==> config.mk <==
export PLATFORM = sky130hd
export DESIGN_NAME = strap_pin_ctrl
export DESIGN_NICKNAME = d
export VERILOG_FILES = /design/src/rtl/strap_pkg.sv /design/src/rtl/strap_latch_timer.sv /design/src/rtl/strap_role_sel.sv /design/src/rtl/strap_pin_drive.sv /design/src/rtl/strap_pin_ctrl.sv
export SDC_FILE = /design/constraint.sdc
export NUM_CORES = 1
export LEC_CHECK = 0
export ABC_AREA = 1
export BUFFER_PORTS_ARGS = -buffer_cell sky130_fd_sc_hd__buf_2
export CORE_ASPECT_RATIO = 0.9
export CORE_UTILIZATION = 40
export DETAILED_ROUTE_END_ITERATION = 8
export GPL_ROUTABILITY_DRIVEN = 0
export PLACE_DENSITY = 0.74
export SETUP_SLACK_MARGIN = 0.4
export SYNTH_ARGS = -nofsm -noshare
export SYNTH_HDL_FRONTEND = slang
export SYNTH_SLANG_ARGS = --single-unit
export TNS_END_PERCENT = 50
==> constraint.sdc <==
create_clock -name clk -period 1.4 [get_ports clk]
set_input_delay 0.07 -clock clk [delete_from_list [all_inputs] [get_ports clk]]
set_output_delay 0.07 -clock clk [all_outputs]
set_load 0.01 [all_outputs]
==> src/rtl/strap_pkg.sv <==
package strap_pkg;

    typedef enum logic [1:0] {
        LVL_LOW   = 2'b00,
        LVL_HIGH  = 2'b01,
        LVL_MID   = 2'b10,
        LVL_FLOAT = 2'b11
    } lvl_e;

    typedef enum logic [1:0] {
        ROLE_DEV  = 2'b00,
        ROLE_HOST = 2'b01,
        ROLE_DUAL = 2'b10,
        ROLE_RSVD = 2'b11
    } role_e;

    typedef enum logic [1:0] {
        CUR_DEF  = 2'b00,
        CUR_MED  = 2'b01,
        CUR_HIGH = 2'b10,
        CUR_RSVD = 2'b11
    } cur_e;

    // Port strap to power role; mid and floating both mean dual-role.
    function automatic role_e lvl_to_role(input logic [1:0] lvl);
        case (lvl)
            LVL_LOW:  return ROLE_DEV;
            LVL_HIGH: return ROLE_HOST;
            default:  return ROLE_DUAL;
        endcase
    endfunction

endpackage

==> src/rtl/strap_latch_timer.sv <==
module strap_latch_timer #(
    parameter int LATCH_CYCLES = 16
) (
    input  logic clk,
    input  logic rst_n,
    output logic capture,
    output logic done
);
    localparam int CNT_W = (LATCH_CYCLES < 2) ? 1 : $clog2(LATCH_CYCLES);
    localparam logic [CNT_W-1:0] LAST = CNT_W'(LATCH_CYCLES - 1);

    typedef struct packed {
        logic [CNT_W-1:0] cnt;
        logic             done;
    } tmr_t;

    tmr_t tmr_d, tmr_q;

    always_comb begin
        tmr_d   = tmr_q;
        capture = !tmr_q.done && (tmr_q.cnt == LAST);
        if (capture) begin
            tmr_d.done = 1'b1;
        end else if (!tmr_q.done) begin
            tmr_d.cnt = tmr_q.cnt + 1'b1;
        end
    end

    always_ff @(posedge clk or negedge rst_n) begin
        if (!rst_n) tmr_q <= '0;
        else        tmr_q <= tmr_d;
    end

    assign done = tmr_q.done;
endmodule

==> src/rtl/strap_role_sel.sv <==
module strap_role_sel
    import strap_pkg::*;
(
    input  logic       clk,
    input  logic       rst_n,
    input  logic       capture,
    input  logic       done,
    input  logic [1:0] addr_lvl,
    input  logic [1:0] port_lvl,
    input  logic       role_wr,
    input  logic [1:0] role_wr_val,
    output logic       reg_mode,
    output logic       addr_bit6,
    output logic [1:0] eff_role
);
    typedef struct packed {
        logic  reg_mode;
        logic  bit6;
        role_e role;
    } sel_t;

    sel_t sel_d, sel_q;

    always_comb begin
        sel_d = sel_q;
        if (capture) begin
            sel_d.reg_mode = (addr_lvl == LVL_LOW) || (addr_lvl == LVL_HIGH);
            sel_d.bit6     = (addr_lvl == LVL_HIGH);
            sel_d.role     = lvl_to_role(port_lvl);
        end else if (done) begin
            if (!sel_q.reg_mode) begin
                sel_d.role = lvl_to_role(port_lvl);
            end else if (role_wr && (role_wr_val != ROLE_RSVD)) begin
                sel_d.role = role_e'(role_wr_val);
            end
        end
    end

    always_ff @(posedge clk or negedge rst_n) begin
        if (!rst_n) sel_q <= '{reg_mode: 1'b0, bit6: 1'b0, role: ROLE_DEV};
        else        sel_q <= sel_d;
    end

    assign reg_mode  = sel_q.reg_mode;
    assign addr_bit6 = sel_q.bit6;
    assign eff_role  = sel_q.role;
endmodule

==> src/rtl/strap_pin_drive.sv <==
module strap_pin_drive
    import strap_pkg::*;
(
    input  logic       clk,
    input  logic       rst_n,
    input  logic       done,
    input  logic       reg_mode,
    input  logic       condet_dis,
    input  logic       attached,
    input  logic [1:0] cur_level,
    input  logic       audio_det,
    input  logic       irq_req,
    output logic       adr_oe,
    output logic       adr_out,
    output logic       out1_oe,
    output logic       out2_oe,
    output logic       out3_oe
);
    typedef struct packed {
        logic adr_oe;
        logic adr_out;
        logic o1;
        logic o2;
        logic o3;
    } pin_t;

    pin_t pin_d, pin_q;

    always_comb begin
        pin_d         = '0;
        pin_d.adr_out = attached;
        if (done) begin
            pin_d.adr_oe = !reg_mode || !condet_dis;
            if (reg_mode) begin
                pin_d.o3 = irq_req;
            end else begin
                pin_d.o3 = audio_det;
                case (cur_level)
                    CUR_HIGH: begin pin_d.o1 = 1'b1; pin_d.o2 = 1'b1; end
                    CUR_MED:  begin pin_d.o1 = 1'b1; pin_d.o2 = 1'b0; end
                    default:  begin pin_d.o1 = 1'b0; pin_d.o2 = 1'b0; end
                endcase
            end
        end
    end

    always_ff @(posedge clk or negedge rst_n) begin
        if (!rst_n) pin_q <= '0;
        else        pin_q <= pin_d;
    end

    assign adr_oe  = pin_q.adr_oe;
    assign adr_out = pin_q.adr_out;
    assign out1_oe = pin_q.o1;
    assign out2_oe = pin_q.o2;
    assign out3_oe = pin_q.o3;
endmodule

==> src/rtl/strap_pin_ctrl.sv <==
module strap_pin_ctrl #(
    parameter int LATCH_CYCLES = 16
) (
    input  logic       clk,
    input  logic       rst_n,
    input  logic [1:0] addr_lvl,
    input  logic [1:0] port_lvl,
    input  logic       attached,
    input  logic [1:0] cur_level,
    input  logic       audio_det,
    input  logic       irq_req,
    input  logic       role_wr,
    input  logic [1:0] role_wr_val,
    input  logic       condet_dis,
    output logic       strap_ready,
    output logic       reg_mode,
    output logic       addr_bit6,
    output logic [1:0] eff_role,
    output logic       adr_oe,
    output logic       adr_out,
    output logic       out1_oe,
    output logic       out2_oe,
    output logic       out3_oe
);
    logic capture;

    strap_latch_timer #(.LATCH_CYCLES(LATCH_CYCLES)) u_timer (
        .clk     (clk),
        .rst_n   (rst_n),
        .capture (capture),
        .done    (strap_ready)
    );

    strap_role_sel u_role (
        .clk         (clk),
        .rst_n       (rst_n),
        .capture     (capture),
        .done        (strap_ready),
        .addr_lvl    (addr_lvl),
        .port_lvl    (port_lvl),
        .role_wr     (role_wr),
        .role_wr_val (role_wr_val),
        .reg_mode    (reg_mode),
        .addr_bit6   (addr_bit6),
        .eff_role    (eff_role)
    );

    strap_pin_drive u_pins (
        .clk        (clk),
        .rst_n      (rst_n),
        .done       (strap_ready),
        .reg_mode   (reg_mode),
        .condet_dis (condet_dis),
        .attached   (attached),
        .cur_level  (cur_level),
        .audio_det  (audio_det),
        .irq_req    (irq_req),
        .adr_oe     (adr_oe),
        .adr_out    (adr_out),
        .out1_oe    (out1_oe),
        .out2_oe    (out2_oe),
        .out3_oe    (out3_oe)
    );
endmodule

---- Word-level counts from Yosys, hierarchy flattened ----
Cells that the tools add are included.
word-level totals
  register bits after elaboration ......... 14
  input port bits ......................... 15
  logic and storage cells ................. 42
operators by class
  $add $sub $neg .......................... 1
  eq/ne operators ......................... 7
  multiplexer cells ....................... 10
  bitwise logic cells ..................... 2
  reduce and logical (&&, ||, !) cells .... 12
operators with widths
  cell                                                  count
  two-way mux 2 bit                                     5
  one-hot mux 2 bit (2 select lines)                    2
  equality test 2 x 1 -> 1 bit (second input constant)  3
  adder 4 x 1 -> 4 bit (second input constant)          1
  equality test 4 bit (second input constant)           1
  zero test 2 bit                                       2
  AND reduction 2 bit                                   2
  zero test 1 bit                                       3
  two-way mux 3 bit                                     1
  inequality test 3 bit (second input constant)         1
  equality test 2 bit (second input constant)           1
  logical AND 1 bit                                     2
  logical OR 1 bit                                      2
  two-way mux 1 bit                                     2
  inequality test 2 bit (second input constant)         1
  NOT 1 bit                                             2
  nonzero test 2 bit                                    1

---- Longest topological paths before layout ----
Gate-level depths: netlist (run 1).
  depth after elaboration ................. 6
  gate-level depth with buffers ........... 8
  gate-level depth less buffers ........... 8

---- By module ----
Synthesis (run 1) repeated with hierarchy kept, for this count alone.
second synthesis, totals
  cells, all modules ...................... 75
  area, all modules ....................... 641.9 µm²
by module, submodules not included
  module             times used  cells an instance  area an instance (µm²)
  strap_latch_timer  1           27                 245.2
  strap_role_sel     1           30                 210.2
  strap_pin_drive    1           18                 186.4

---- Worst setup path before layout (run 1) ----
OpenSTA, ideal clock, no wires.
  kind .................................... register to register
  start ................................... reg u_timer.tmr_q[1] (netlist bit)
  end ..................................... reg u_timer.tmr_q[4] (netlist bit)
  data arrival time ....................... 1.043 ns
  data required time ...................... 1.321 ns
  slack ................................... 0.278 ns
  cell stages (with the launch flop) ...... 6
  path buffers ............................ 0
  clock period less this slack ............ 1.122 ns
  cell sequence ........................... dfrtp_1 ha_1 nand3_2 nand2_2 nor2_2 xor2_1
on the way
  longest elaborated chain between the ends .. 4
  elaborated cells on any way between the ends .. 5
  those cells by class .................... add/sub: 1; eq/ne: 1; bitwise: 1; reduce/logical: 2
RTL lines
  element                                                                       line                     RTL
  start, declared                                                               strap_latch_timer.sv:17  tmr_t tmr_d, tmr_q;
  start signal, assigned                                                        strap_latch_timer.sv:31  else tmr_q <= tmr_d;
  parallel branches: the longest is 4 deep, another holds adder 4 x 1 -> 4 bit  --
Several ways; the timed one is not identified.
A chain may end at the register's enable or synchronous reset.

---- Worst setup path after layout (run 1) ----
  start ................................... reg u_timer.tmr_q[2] (netlist bit)
  end ..................................... reg u_role.sel_q (netlist bit u_role.eff_role[1])
on the way
  longest elaborated chain between the ends .. 4
  elaborated cells on any way between the ends .. 6
  those cells by class .................... eq/ne: 2; mux: 1; reduce/logical: 3
RTL lines
  element                                                                       line                     RTL
  equality test 4 bit (*)                                                       strap_latch_timer.sv:21  capture = !tmr_q.done && (tmr_q.cnt == LAST);
  logical AND 1 bit (*)                                                         strap_latch_timer.sv:21
  inequality test 3 bit (no line) / nonzero test 2 bit (equally long branches)  --
  AND reduction 2 bit (no line)                                                 --
  end signal, assigned                                                          strap_role_sel.sv:40     if (!rst_n) sel_q <= '{reg_mode: 1'b0, bit6: 1'b0, role: ROLE_DEV};
  end signal, assigned                                                          strap_role_sel.sv:41     else sel_q <= sel_d;
  end, declared                                                                 strap_role_sel.sv:22     sel_t sel_d, sel_q;
Every way passes the cells marked *; elsewhere a longest branch is shown, timed or not.

==> qor.txt, run 1 <==
run status: finished, final reports clean
internal power: 0.627 mW
Seq/Total Area, Yosys: 54.4%
Psw: 0.196 mW
worst vdd ir: 0.687 mV
worst reg2reg path endpoint: u_role.eff_role[1]$_DFFE_PN0P_
PD cells: 889 nW/um2
RSZ-0062 raised after global routing: true
DRC: 0
vias in the first global route: 468
Yosys reg bits: 14
largest net degree at the start of global routing: 15
number of antenna diodes: 0
HPWL Detailed: 948 um
Final Util: 62.6%
Synth-to-Final Area Change: 43.7%
Layout Nets: 124
CTS Buf Count: 3
H-Tree Depth: 1
port buffer count: 24
Initial Util: 43.5%
DRT Wirelength: 1300 um
Final TNS setup: 0 ps
CTS max path bufs: 2
initial antenna violation count: 0
Num Clock Sinks: 14
Pins Over Slew Limit: 0
CP max stage cell: dfrtp_1
gr ovfl total: 0
initial drt markers: 11
Syn Inst Count: 72
HP Class: in -> reg
# setup viols final: 0
Skew-Pair Late Insertion Delay: 290 ps
Worst path most repeated cell: nand2_1
flop2flop setup slack: 250 ps
Sw Ratio: 23.8%
worst hold start: addr_lvl[0]
Routed WL per cell: 10.1 um
drt pass-1 iters: 4
Leakage: 0.510 nW
Avg Synthesized Cell Area: 8.95 um2
final clock skew: 2.88 ps
Root Buffer: clkbuf_4
DIE WIDTH: 44.3 um
Comb pwr share: 12.2%
worst endpoint required time: 1590 ps
Via-to-Cell Ratio: 4.61
layout cell share with drive strength beyond 1: 41.5%
Worst-Margin Slew: 316 ps
synth warn: 0
Crit path largest cell delay: 400 ps
gr usage total: 16.2%
final hold vios: 0
Core Rows: 13
Max Fanout on Critical Path: 6
CP arrival: 1330 ps
via count: 590
Yosys cell types: 16
full die area: 1780 um2
WHS Endpoint: u_role.addr_bit6$_DFFE_PN0P_
Setup crit start kind: register
WHS Path Cells: 3
RR Startpoint: u_timer.tmr_q[2]$_DFFE_PN0P_
WHS: 8.87 ps
commonest cells after routing, fill and taps aside: buf_2 (24), nand2_1 (21), dfrtp_1 (14)
Cell Area, Placed: 800 um2
Worst Path Class, Setup: reg -> reg
Core Region: 1480 um2
Max Clk Rate: 873 MHz
Setup crit end kind: register
register share of total power: 52.2%
min cycle time layout: 1150 ps
Finished Cell Area: 926 um2
commonest non-fill, non-tap cell in the layout: buf_2
period utilisation layout: 81.9%
Fillers: 121
first-pass GRT wire length: 1940 um
CTS clk-pin slew, worst paths: 80 ps
Die Ht: 40.1 um
TritonCTS clock tree: built
io pins: 25
crit-path cells: ha_4 > nand2_2 > inv_2 > nand3_4 > nand2_2 > nand2_1 > nand2_1 > nand2_1
post-synth design cell area: 644 um2
max cap viols: 0
R2R depth: 8
Syn Nets: 89
clock share of power: 35.6%
Relative slew margins: 78.7%
Final ANT Viol Nets: 0
-- registers in the layout (all words and copies together), names as in the netlist --
signal            cells
u_role.eff_role       2
u_role.addr_bit6      1
u_pins.out3_oe        1
u_timer.tmr_q         4
u_timer.done          1
u_pins.adr_oe         1
u_pins.out2_oe        1
u_pins.adr_out        1
u_pins.out1_oe        1
u_role.reg_mode       1
-- stage by stage --
step                      total power, mW  instances  setup WS, ps
after floorplan                     0.478         72           306
after global placement              0.528        118           253
after detailed placement            0.530        118           177
after CTS                           0.835        127           275
after global routing                0.870        128           163
final                               0.823        128           254
-- timing repair --
| item | CTS | global route |
|---|---|---|
| setup endpoints to repair | 9 | 10 |
| hold endpoints to repair | 16 | 0 |
| hold buffers | 3 | 0 |
| gates resized for setup | 6 | 2 |
| pin swaps | 2 | 2 |
| buffers inserted | 2 | 1 |
-- worst max-delay path, delay by kind of cell, from the launching register on --
kind | cells | cell delay, ps
flops | 1 | 400
simple gates | 6 | 390
buf+inv | 1 | 80
fa+ha+maj | 1 | 180
-- logic make-up (layout without fill, tap and decap cells) --
family | Yosys count | after routing | synth area share [%]
AO/OA/AOI/OAI | 6 | 6 | 4.66
flip-flops | 14 | 14 | 54.4
XOR/XNOR | 2 | 2 | 2.72
adder cells (fa/ha/maj) | 2 | 2 | 3.88
buffers and inverters | 9 | 43 | 5.24
AND/OR/NAND/NOR | 39 | 39 | 29.1
-- metal layers --
layer	global-route usage (%)	up-vias	share of wire [%]
met1	19.2	267	44
met2	26.5	22	47
met3	6.76	4	6.6
met5	0	-	0
met4	6.82	0	2.8
li1	-	297	-
-- cells in the mapped netlist (all sizes together) --
cell type | count | share of area [%]
nand2 | 25 | 15
xnor2 | 1 | 1.4
dfrtp | 14 | 54
a21oi | 4 | 3.1
o21ai | 2 | 1.6
nor2 | 5 | 4.5
nand3 | 7 | 7.8
inv | 9 | 5.2
xor2 | 1 | 1.4
ha | 2 | 3.9
nand4 | 2 | 1.9
-- power groups by stage --
stage,sequential (mW),clock [mW],combinational (mW)
final,0.430,0.293,0.100
after global routing,0.432,0.324,0.114
after floorplan,0.447,0,0.0312
after global placement,0.438,0,0.0907
after detailed placement,0.438,0,0.0920
after CTS,0.430,0.307,0.0986
-- how the worst max path moves through the flow --
stage,end,startpoint,cells after the start
floorplan,u_role.eff_role[0]$_DFFE_PN0P_,u_timer.tmr_q[1]$_DFFE_PN0P_,8
global placement,u_role.eff_role[1]$_DFFE_PN0P_,u_timer.tmr_q[1]$_DFFE_PN0P_,8
detailed placement,u_role.eff_role[1]$_DFFE_PN0P_,u_timer.tmr_q[1]$_DFFE_PN0P_,8
CTS,u_role.eff_role[1]$_DFFE_PN0P_,u_timer.tmr_q[1]$_DFFE_PN0P_,8
global route,u_role.eff_role[1]$_DFFE_PN0P_,u_timer.tmr_q[2]$_DFFE_PN0P_,8
finish,u_role.eff_role[1]$_DFFE_PN0P_,u_timer.tmr_q[2]$_DFFE_PN0P_,8
-- layout make-up --
type                            instances  area (um2)  area share [%]
Timing Repair Buffer                   30         173            18.6
Sequential cell                        14         350            37.8
Multi-Input combinational cell         49         305            33.0
Clock buffer                            4        36.3            3.92
Tap cell                               22        27.5            2.97
Inverter                                9        33.8            3.65
Power figures use the tool's default switching activity.
==> run 2, diff against run 1 <==
--- a/config.mk
+++ b/config.mk
@@ -5,7 +5,7 @@
 export SDC_FILE = /design/constraint.sdc
 export NUM_CORES = 1
 export LEC_CHECK = 0
-export ABC_AREA = 1
+export ABC_AREA = 0
 export BUFFER_PORTS_ARGS = -buffer_cell sky130_fd_sc_hd__buf_2
 export CORE_ASPECT_RATIO = 0.9
 export CORE_UTILIZATION = 40
==> constraint.sdc (replaced) <==
create_clock -name clk -period 1.1 [get_ports clk]
set_input_delay 0.055 -clock clk [delete_from_list [all_inputs] [get_ports clk]]
set_output_delay 0.055 -clock clk [all_outputs]
set_load 0.01 [all_outputs]
==> run 2 against run 1 <==
Net effect: the run now ends with negative setup slack left; routed wire length grew 18%; area after synthesis down 5.0%; die area fell by 4.8%; clock skew grew 2.3 ps; sequential share of layout area is 3.0 points lower; first-iteration DRC count rose by 36%; combinational power increased by 49%; register-to-register slack got worse by 360 ps; total power grew 21%; clock power grew 5%; critical endpoint is now u_timer.tmr_q[2]$_DFFE_PN0P_; largest cell class unchanged.
==> qor.txt, run 2 <==
Largest Register: u_timer.tmr_q (unchanged)
crit-path cells: ha_4 > a31oi_4 > mux2_4 (was ha_4 > nand2_2 > inv_2 > nand3_4 > nand2_2 > nand2_1 > nand2_1 > nand2_1)
Avg Synthesized Cell Area: 12.0 um2 (was 8.95 um2)
XOR/XNOR share of the synthesized area: 2.86% (was 2.72%)
compound-gate portion of the synthesized area: 13.7% (was 4.66%)
Max Clk Rate: 827 MHz (was 873 MHz)
Relative slew margins: 79.6% (was 78.7%)
Crit path largest cell delay: 420 ps (was 400 ps)
RR Startpoint: u_timer.tmr_q[2]$_DFFE_PN0P_ (unchanged)
Top FF cell, synth: dfrtp_1 (unchanged)
H-Tree Depth: 1 (unchanged)
Yosys reg bits: 14 (unchanged)
DIE WIDTH: 43.2 um (was 44.3 um)
CTS clk-pin slew, worst paths: 80 ps (about the same)
io pins: 25 (unchanged)
Non-Filler Instances: 113 (was 128)
initial antenna violation count: 0 (unchanged)
Max Fanout on Critical Path: 3 (was 6)
HP Class: in -> reg (unchanged)
DRC: 0 (unchanged)
CP max stage cell: dfrtp_1 (unchanged)
Leakage: 0.485 nW (was 0.510 nW)
WHS: 7.95 ps (was 8.87 ps)
Yosys cell types: 23 (was 16)
CP arrival: 1390 ps (was 1330 ps)
max cap viols: 0 (unchanged)
Initial Util: 42.7% (was 43.5%)
CP startpoint: u_timer.tmr_q[2]$_DFFE_PN0P_ (unchanged)
Setup crit end kind: register (unchanged)
worst endpoint required time: 1280 ps (was 1590 ps)
Final TNS setup: -300 ps (was 0 ps)
worst hold start: port_lvl[1] (was addr_lvl[0])
Root Buffer: clkbuf_4 (unchanged)
layout cell share with drive strength beyond 1: 53.1% (was 41.5%)
largest family of logic cells by synthesized area: simple AND/OR/NAND/NOR gates (unchanged)
final hold vios: 0 (unchanged)
min cycle time layout: 1210 ps (was 1150 ps)
final worst slack: -110 ps (was 254 ps)
commonest cells after routing, fill and taps aside: buf_2 (22), dfrtp_1 (13), buf_4 (9) (was buf_2 (24), nand2_1 (21), dfrtp_1 (14))
first-pass GRT wire length: 2410 um (was 1940 um)
Synth area leader: dfrtp_1 (unchanged)
CP bufs+invs: 0 (was 1)
Worst Path Class, Setup: reg -> reg (unchanged)
gr ovfl total: 0 (unchanged)
DP Cell Count: 98 (was 118)
synth warn: 0 (unchanged)
TritonCTS clock tree: built (unchanged)
Skew-Pair Late Insertion Delay: 290 ps (about the same)
full die area: 1690 um2 (was 1780 um2)
worst vdd ir: 0.774 mV (was 0.687 mV)
vias in the first global route: 570 (was 468)
Final ANT Viol Nets: 0 (unchanged)
EDFF count, synth: 0 (unchanged)
FFs w/ async S/R, synth: 100% (unchanged)
run status: finished with violations (was finished, final reports clean)
initial drt markers: 15 (was 11)
post-synthesis mux area share: 3.48% (was 0%)
port buffer count: 24 (unchanged)
Synth area leaders: dfrtp_1 (57%), ha_1 (4.1%), nor2b_1 (4.1%) (was dfrtp_1 (54%), nand2_1 (14%), nand3_2 (4.7%))
CTS Buf Count: 3 (unchanged)
Synth-to-Final Area Change: 65.0% (was 43.7%)
post-synth top area share: 57.3% (was 54.4%)
Simple-Gate Fraction of Synth Area: 16.2% (was 29.1%)
top post-synthesis cells by count: dfrtp_1 (14), nor2b_1 (4), inv_1 (3), nand2_1 (3) (was nand2_1 (24), dfrtp_1 (14), inv_1 (7))
Post-Synth Adder-Cell Area: 4.09% (was 3.88%)
critical path's top delay family: flip-flops (unchanged)
Syn Inst Count: 51 (was 72)
CTS max path bufs: 2 (unchanged)
gr usage total: 21.3% (was 16.2%)
drt pass-1 iters: 4 (unchanged)
DRT Wirelength: 1530 um (was 1300 um)
# setup viols final: 5 (was 0)
Routed WL per cell: 13.6 um (was 10.1 um)
Core Region: 1430 um2 (was 1480 um2)
commonest non-fill, non-tap cell in the layout: buf_2 (unchanged)
Num Clock Sinks: 14 (unchanged)
Layout Nets: 116 (was 124)
number of antenna diodes: 0 (unchanged)
PD cells: 990 nW/um2 (was 889 nW/um2)
Core Rows: 13 (unchanged)
largest net degree at the start of global routing: 15 (unchanged)
HPWL Detailed: 951 um (was 948 um)
RSZ-0062 raised after global routing: true (unchanged)
Setup crit start kind: register (unchanged)
period utilisation layout: 110% (was 81.9%)
violated checks: negative setup slack
Syn Nets: 68 (was 89)
final clock skew: 5.13 ps (was 2.88 ps)
most common cell in the netlist: dfrtp_1 (was nand2_1)
Final Power: 0.999 mW (was 0.823 mW)
Pins Over Slew Limit: 0 (unchanged)
Worst-Margin Slew: 306 ps (was 316 ps)
via count: 560 (was 590)
Largest register FFs: 4 (unchanged)
Place WS: -98.1 ps (was 177 ps)
post-synth design cell area: 612 um2 (was 644 um2)
Seq/Total Area, Yosys: 57.3% (was 54.4%)
Via-to-Cell Ratio: 4.96 (was 4.61)
Die Ht: 39.1 um (was 40.1 um)
-- run 2: cell count changes after synthesis, sizes merged, moves of 3 or more --
cell and change:
inv -5, nor2 -3, nand2 -21, nor2b +4, nand3 -7
-- run 2: worst reg2reg max path, stage by stage (launching register included) --
cell and delay, ps:
dfrtp_1 420, ha_4 200, a31oi_4 170, mux2_4 310
-- run 2: where the power goes --
| part | switching, mW | internal (mW) | leakage, nW |
|---|---|---|---|
| clock network | 0.165 | 0.141 | 0.0150 |
| registers | 0.00923 | 0.535 | 0.153 |
| logic | 0.0652 | 0.0833 | 0.317 |
-- run 2: kinds of logic (layout without fill, tap and decap cells) --
logic type	Yosys count	count (layout)
flops	14	14
xor+xnor	2	2
compound gates	12	12
fa+ha+maj	2	2
simple gates	15	15
mux	2	2
buf+inv	4	51
-- run 2: per-layer routing --
metal	share of wire [%]	vias up	track usage, %
met4	1.3	0	11.4
met3	8.5	4	7.01
li1	-	272	-
met2	51	24	36.9
met1	39	260	23.3
met5	0	-	0
-- run 2: path summary, 6_finish.rpt --
kind / end / slack, ps / depth (start not counted)
worst max-delay path: u_timer.tmr_q[2]$_DFFE_PN0P_ / -110 / 3
worst min-delay path: u_role.eff_role[1]$_DFFE_PN0P_ / 8 / 2
worst max register to register: u_timer.tmr_q[2]$_DFFE_PN0P_ / -110 / 3
worst min register to register: u_role.addr_bit6$_DFFE_PN0P_ / 510 / 2
max in group asynchronous: u_timer.done$_DFFE_PN0P_ / 660 / 2
min in group asynchronous: u_role.addr_bit6$_DFFE_PN0P_ / 190 / 2
-- run 2: area by class of cell --
| cell class | count | area [um2] |
|---|---|---|
| fill | 111 | 422 |
| sequential | 14 | 352 |
| inverter | 4 | 20.0 |
| tap | 15 | 18.8 |
| clock buffer | 4 | 26.3 |
| multi-input combinational | 33 | 287 |
| timing repair buffer | 43 | 307 |
-- run 2: through the flow --
| step | cell area, um2 | utilization (%) |
|---|---|---|
| after detailed placement | 837 | 58.5 |
| final | 1010 | 70.5 |
| after global routing | 1010 | 70.5 |
| after global placement | 837 | 58.5 |
| after floorplan | 638 | - |
| after CTS | 978 | 68.4 |
-- run 2: timing repair --
action / in CTS / in global routing
buffers inserted: 3 / 3
resized for setup: 11 / 3
endpoints found under the hold margin: 19 / 0
pin swaps: 4 / 3
endpoints found under the setup margin: 23 / 23
hold buffers: 5 / 0
==> run 3, diff against run 2 <==
==> constraint.sdc (replaced) <==
create_clock -name clk -period 1.2 [get_ports clk]
set_input_delay 0.06 -clock clk [delete_from_list [all_inputs] [get_ports clk]]
set_output_delay 0.06 -clock clk [all_outputs]
set_load 0.01 [all_outputs]
==> run 3 against run 2 <==
Net effect: the run ends with design-rule violations, negative setup slack left; utilization fell by 4.2 points; register-to-register slack improved by 100 ps; global-route usage fell by 3.7 points; combinational power fell by 19%; clock skew fell by 0.60 ps; first-iteration DRC count fell by 47%; final cell count fell by 7.1%.
==> qor.txt, run 3 (synthesized netlist as in run 2, its figures left out) <==
gr ovfl total: 0 (unchanged)
Pins Over Slew Limit: 0 (unchanged)
Synth-to-Final Area Change: 55.2% (was 65.0%)
Worst Path Class, Setup: reg -> reg (unchanged)
Core Region: 1430 um2 (unchanged)
H-Tree Depth: 1 (unchanged)
CTS Buf Count: 3 (unchanged)
met3 usage: 4.21% (was 7.01%)
vias in the first global route: 461 (was 570)
worst endpoint required time: 1370 ps (was 1280 ps)
HP Class: in -> reg (unchanged)
crit-path cells: ha_4 > a31oi_4 > mux2_4 (unchanged)
commonest cells after routing, fill and taps aside: buf_2 (22), dfrtp_1 (12), buf_4 (5) (was buf_2 (22), dfrtp_1 (13), buf_4 (9))
Worst-Margin Slew: 312 ps (was 306 ps)
CTS clk-pin slew, worst paths: 80 ps (about the same)
Crit path largest cell delay: 420 ps (about the same)
Final Power: 0.957 mW (was 0.999 mW)
CP max stage cell: dfrtp_1 (unchanged)
Setup crit start kind: register (unchanged)
number of antenna diodes: 0 (unchanged)
WHS Path Cells: 3 (was 2)
Largest register FFs: 4 (unchanged)
busiest grt layer: met2 (unchanged)
CTS max path bufs: 2 (unchanged)
period utilisation layout: 101% (was 110%)
Final ANT Viol Nets: 0 (unchanged)
drt pass-1 iters: 6 (was 4)
CP arrival: 1370 ps (was 1390 ps)
final hold vios: 0 (unchanged)
GRT met1 Usage: 22.0% (was 23.3%)
DRT Wirelength: 1270 um (was 1530 um)
io pins: 25 (unchanged)
largest net degree at the start of global routing: 15 (unchanged)
Initial Util: 42.7% (unchanged)
gr usage total: 17.6% (was 21.3%)
Layout Nets: 108 (was 116)
Max Fanout on Critical Path: 3 (unchanged)
commonest non-fill, non-tap cell in the layout: buf_2 (unchanged)
DRC: 2 (was 0)
Worst path depth: 3 (unchanged)
layout cell share with drive strength beyond 1: 52.2% (was 53.1%)
Relative slew margins: 79.2% (was 79.6%)
Routed WL per cell: 12.0 um (was 13.6 um)
PD cells: 1010 nW/um2 (was 990 nW/um2)
run status: finished with violations (unchanged)
worst vdd ir: 0.520 mV (was 0.774 mV)
internal power: 0.743 mW (was 0.760 mW)
Skew-Pair Late Insertion Delay: 280 ps (was 290 ps)
# setup viols final: 1 (was 5)
clock share of power: 35.2% (was 30.7%)
R2R depth: 3 (unchanged)
Setup crit end kind: register (unchanged)
max cap viols: 0 (unchanged)
Via-to-Cell Ratio: 4.88 (was 4.96)
Psw: 0.214 mW (was 0.240 mW)
DIE WIDTH: 43.2 um (unchanged)
register share of total power: 52.2% (was 54.5%)
violated checks: design-rule violations, negative setup slack (was negative setup slack)
full die area: 1690 um2 (unchanged)
Die Ht: 39.1 um (unchanged)
Root Buffer: clkbuf_4 (unchanged)
Core Rows: 13 (unchanged)
via count: 512 (was 560)
CP bufs+invs: 0 (unchanged)
Largest Register: u_timer.tmr_q (unchanged)
Max Clk Rate: 829 MHz (was 827 MHz)
initial drt markers: 8 (was 15)
Num Clock Sinks: 14 (unchanged)
initial antenna violation count: 0 (unchanged)
RSZ-0062 raised after global routing: true (unchanged)
TritonCTS clock tree: built (unchanged)
min cycle time layout: 1210 ps (about the same)
Sw Ratio: 22.4% (was 24.0%)
HPWL Detailed: 852 um (was 951 um)
final clock skew: 4.53 ps (was 5.13 ps)
first-pass GRT wire length: 2010 um (was 2410 um)
Comb pwr share: 12.6% (was 14.9%)
final worst slack: -6.14 ps (was -110 ps)
critical path's top delay family: flip-flops (unchanged)
GR met2 Demand/Resource: 27.2% (was 36.9%)
port buffer count: 24 (unchanged)
WHS: 20.2 ps (was 7.95 ps)
Leakage: 0.455 nW (was 0.485 nW)
[run 3: cell types whose count changed in the layout (fill, tap and decap cells not counted), sizes merged]
cell	change
dlygate4sd3	-1
buf	-7
[run 3: worst reg2reg max path: stages, from the launching register on]
cell,delay (ps)
dfrtp_1,420
ha_4,200
a31oi_4,170
mux2_4,320
[run 3: timing repair]
item | in CTS | in global routing
buffers inserted | 2 | 1
endpoints found under the setup margin | 21 | 23
resized for setup | 10 | 1
pin swaps | 6 | 1
gates cloned | 0 | 0
hold buffers | 4 | 0
endpoints found under the hold margin | 17 | 0
[run 3: layout make-up]
cell class,count,area (um2)
clock buffers,4,36.3
repair buffers,35,233
multi-input cells,33,292
flip-flops and latches,14,353
well taps,15,18.8
fillers,112,482
inverters,4,17.5
[run 3: path summary, 6_finish.rpt]
path / slack [ps] / endpoint / startpoint
hold reg to reg: 490 / u_role.addr_bit6$_DFFE_PN0P_ / u_role.addr_bit6$_DFFE_PN0P_
hold / removal: 20 / u_role.addr_bit6$_DFFE_PN0P_ / addr_lvl[0]
setup / recovery: -6 / u_timer.tmr_q[2]$_DFFE_PN0P_ / u_timer.tmr_q[2]$_DFFE_PN0P_
setup reg to reg: -6 / u_timer.tmr_q[2]$_DFFE_PN0P_ / u_timer.tmr_q[2]$_DFFE_PN0P_
max in group asynchronous: 750 / u_role.reg_mode$_DFFE_PN0P_ / rst_n
min in group asynchronous: 190 / u_timer.tmr_q[3]$_DFFE_PN0P_ / rst_n
[run 3: through the flow]
stage / setup WS (ps) / instances / instance area (um2) / TNS, ps / utilization, %
2_1_floorplan: -0.543 / 51 / 638 / -0.543 / -
3_3_place_gp: -1.72 / 94 / 807 / -1.72 / 56.4
4_1_cts: -7.70 / 104 / 938 / -7.70 / 65.6
3_5_place_dp: -25.5 / 94 / 807 / -33.8 / 56.4
5_1_grt: -31.8 / 105 / 950 / -55.5 / 66.3
6_report: -6.14 / 105 / 950 / -6.14 / 66.3
[run 3: layer usage]
layer	vias up	part of all wire [%]	wire length, um
li1	257	-	-
met1	232	48	606
met2	20	45	566
met3	3	6.0	76
met4	0	1.2	15
met5	-	0	0
[run 3: power by group through the flow]
stage          combinational, mW  sequential [mW]  clock (mW)
3_5_place_dp               0.101            0.508           0
6_report                   0.120            0.500       0.337
3_3_place_gp              0.0998            0.508           0
2_1_floorplan             0.0332            0.519           0
4_1_cts                    0.118            0.500       0.343
5_1_grt                    0.135            0.503       0.362
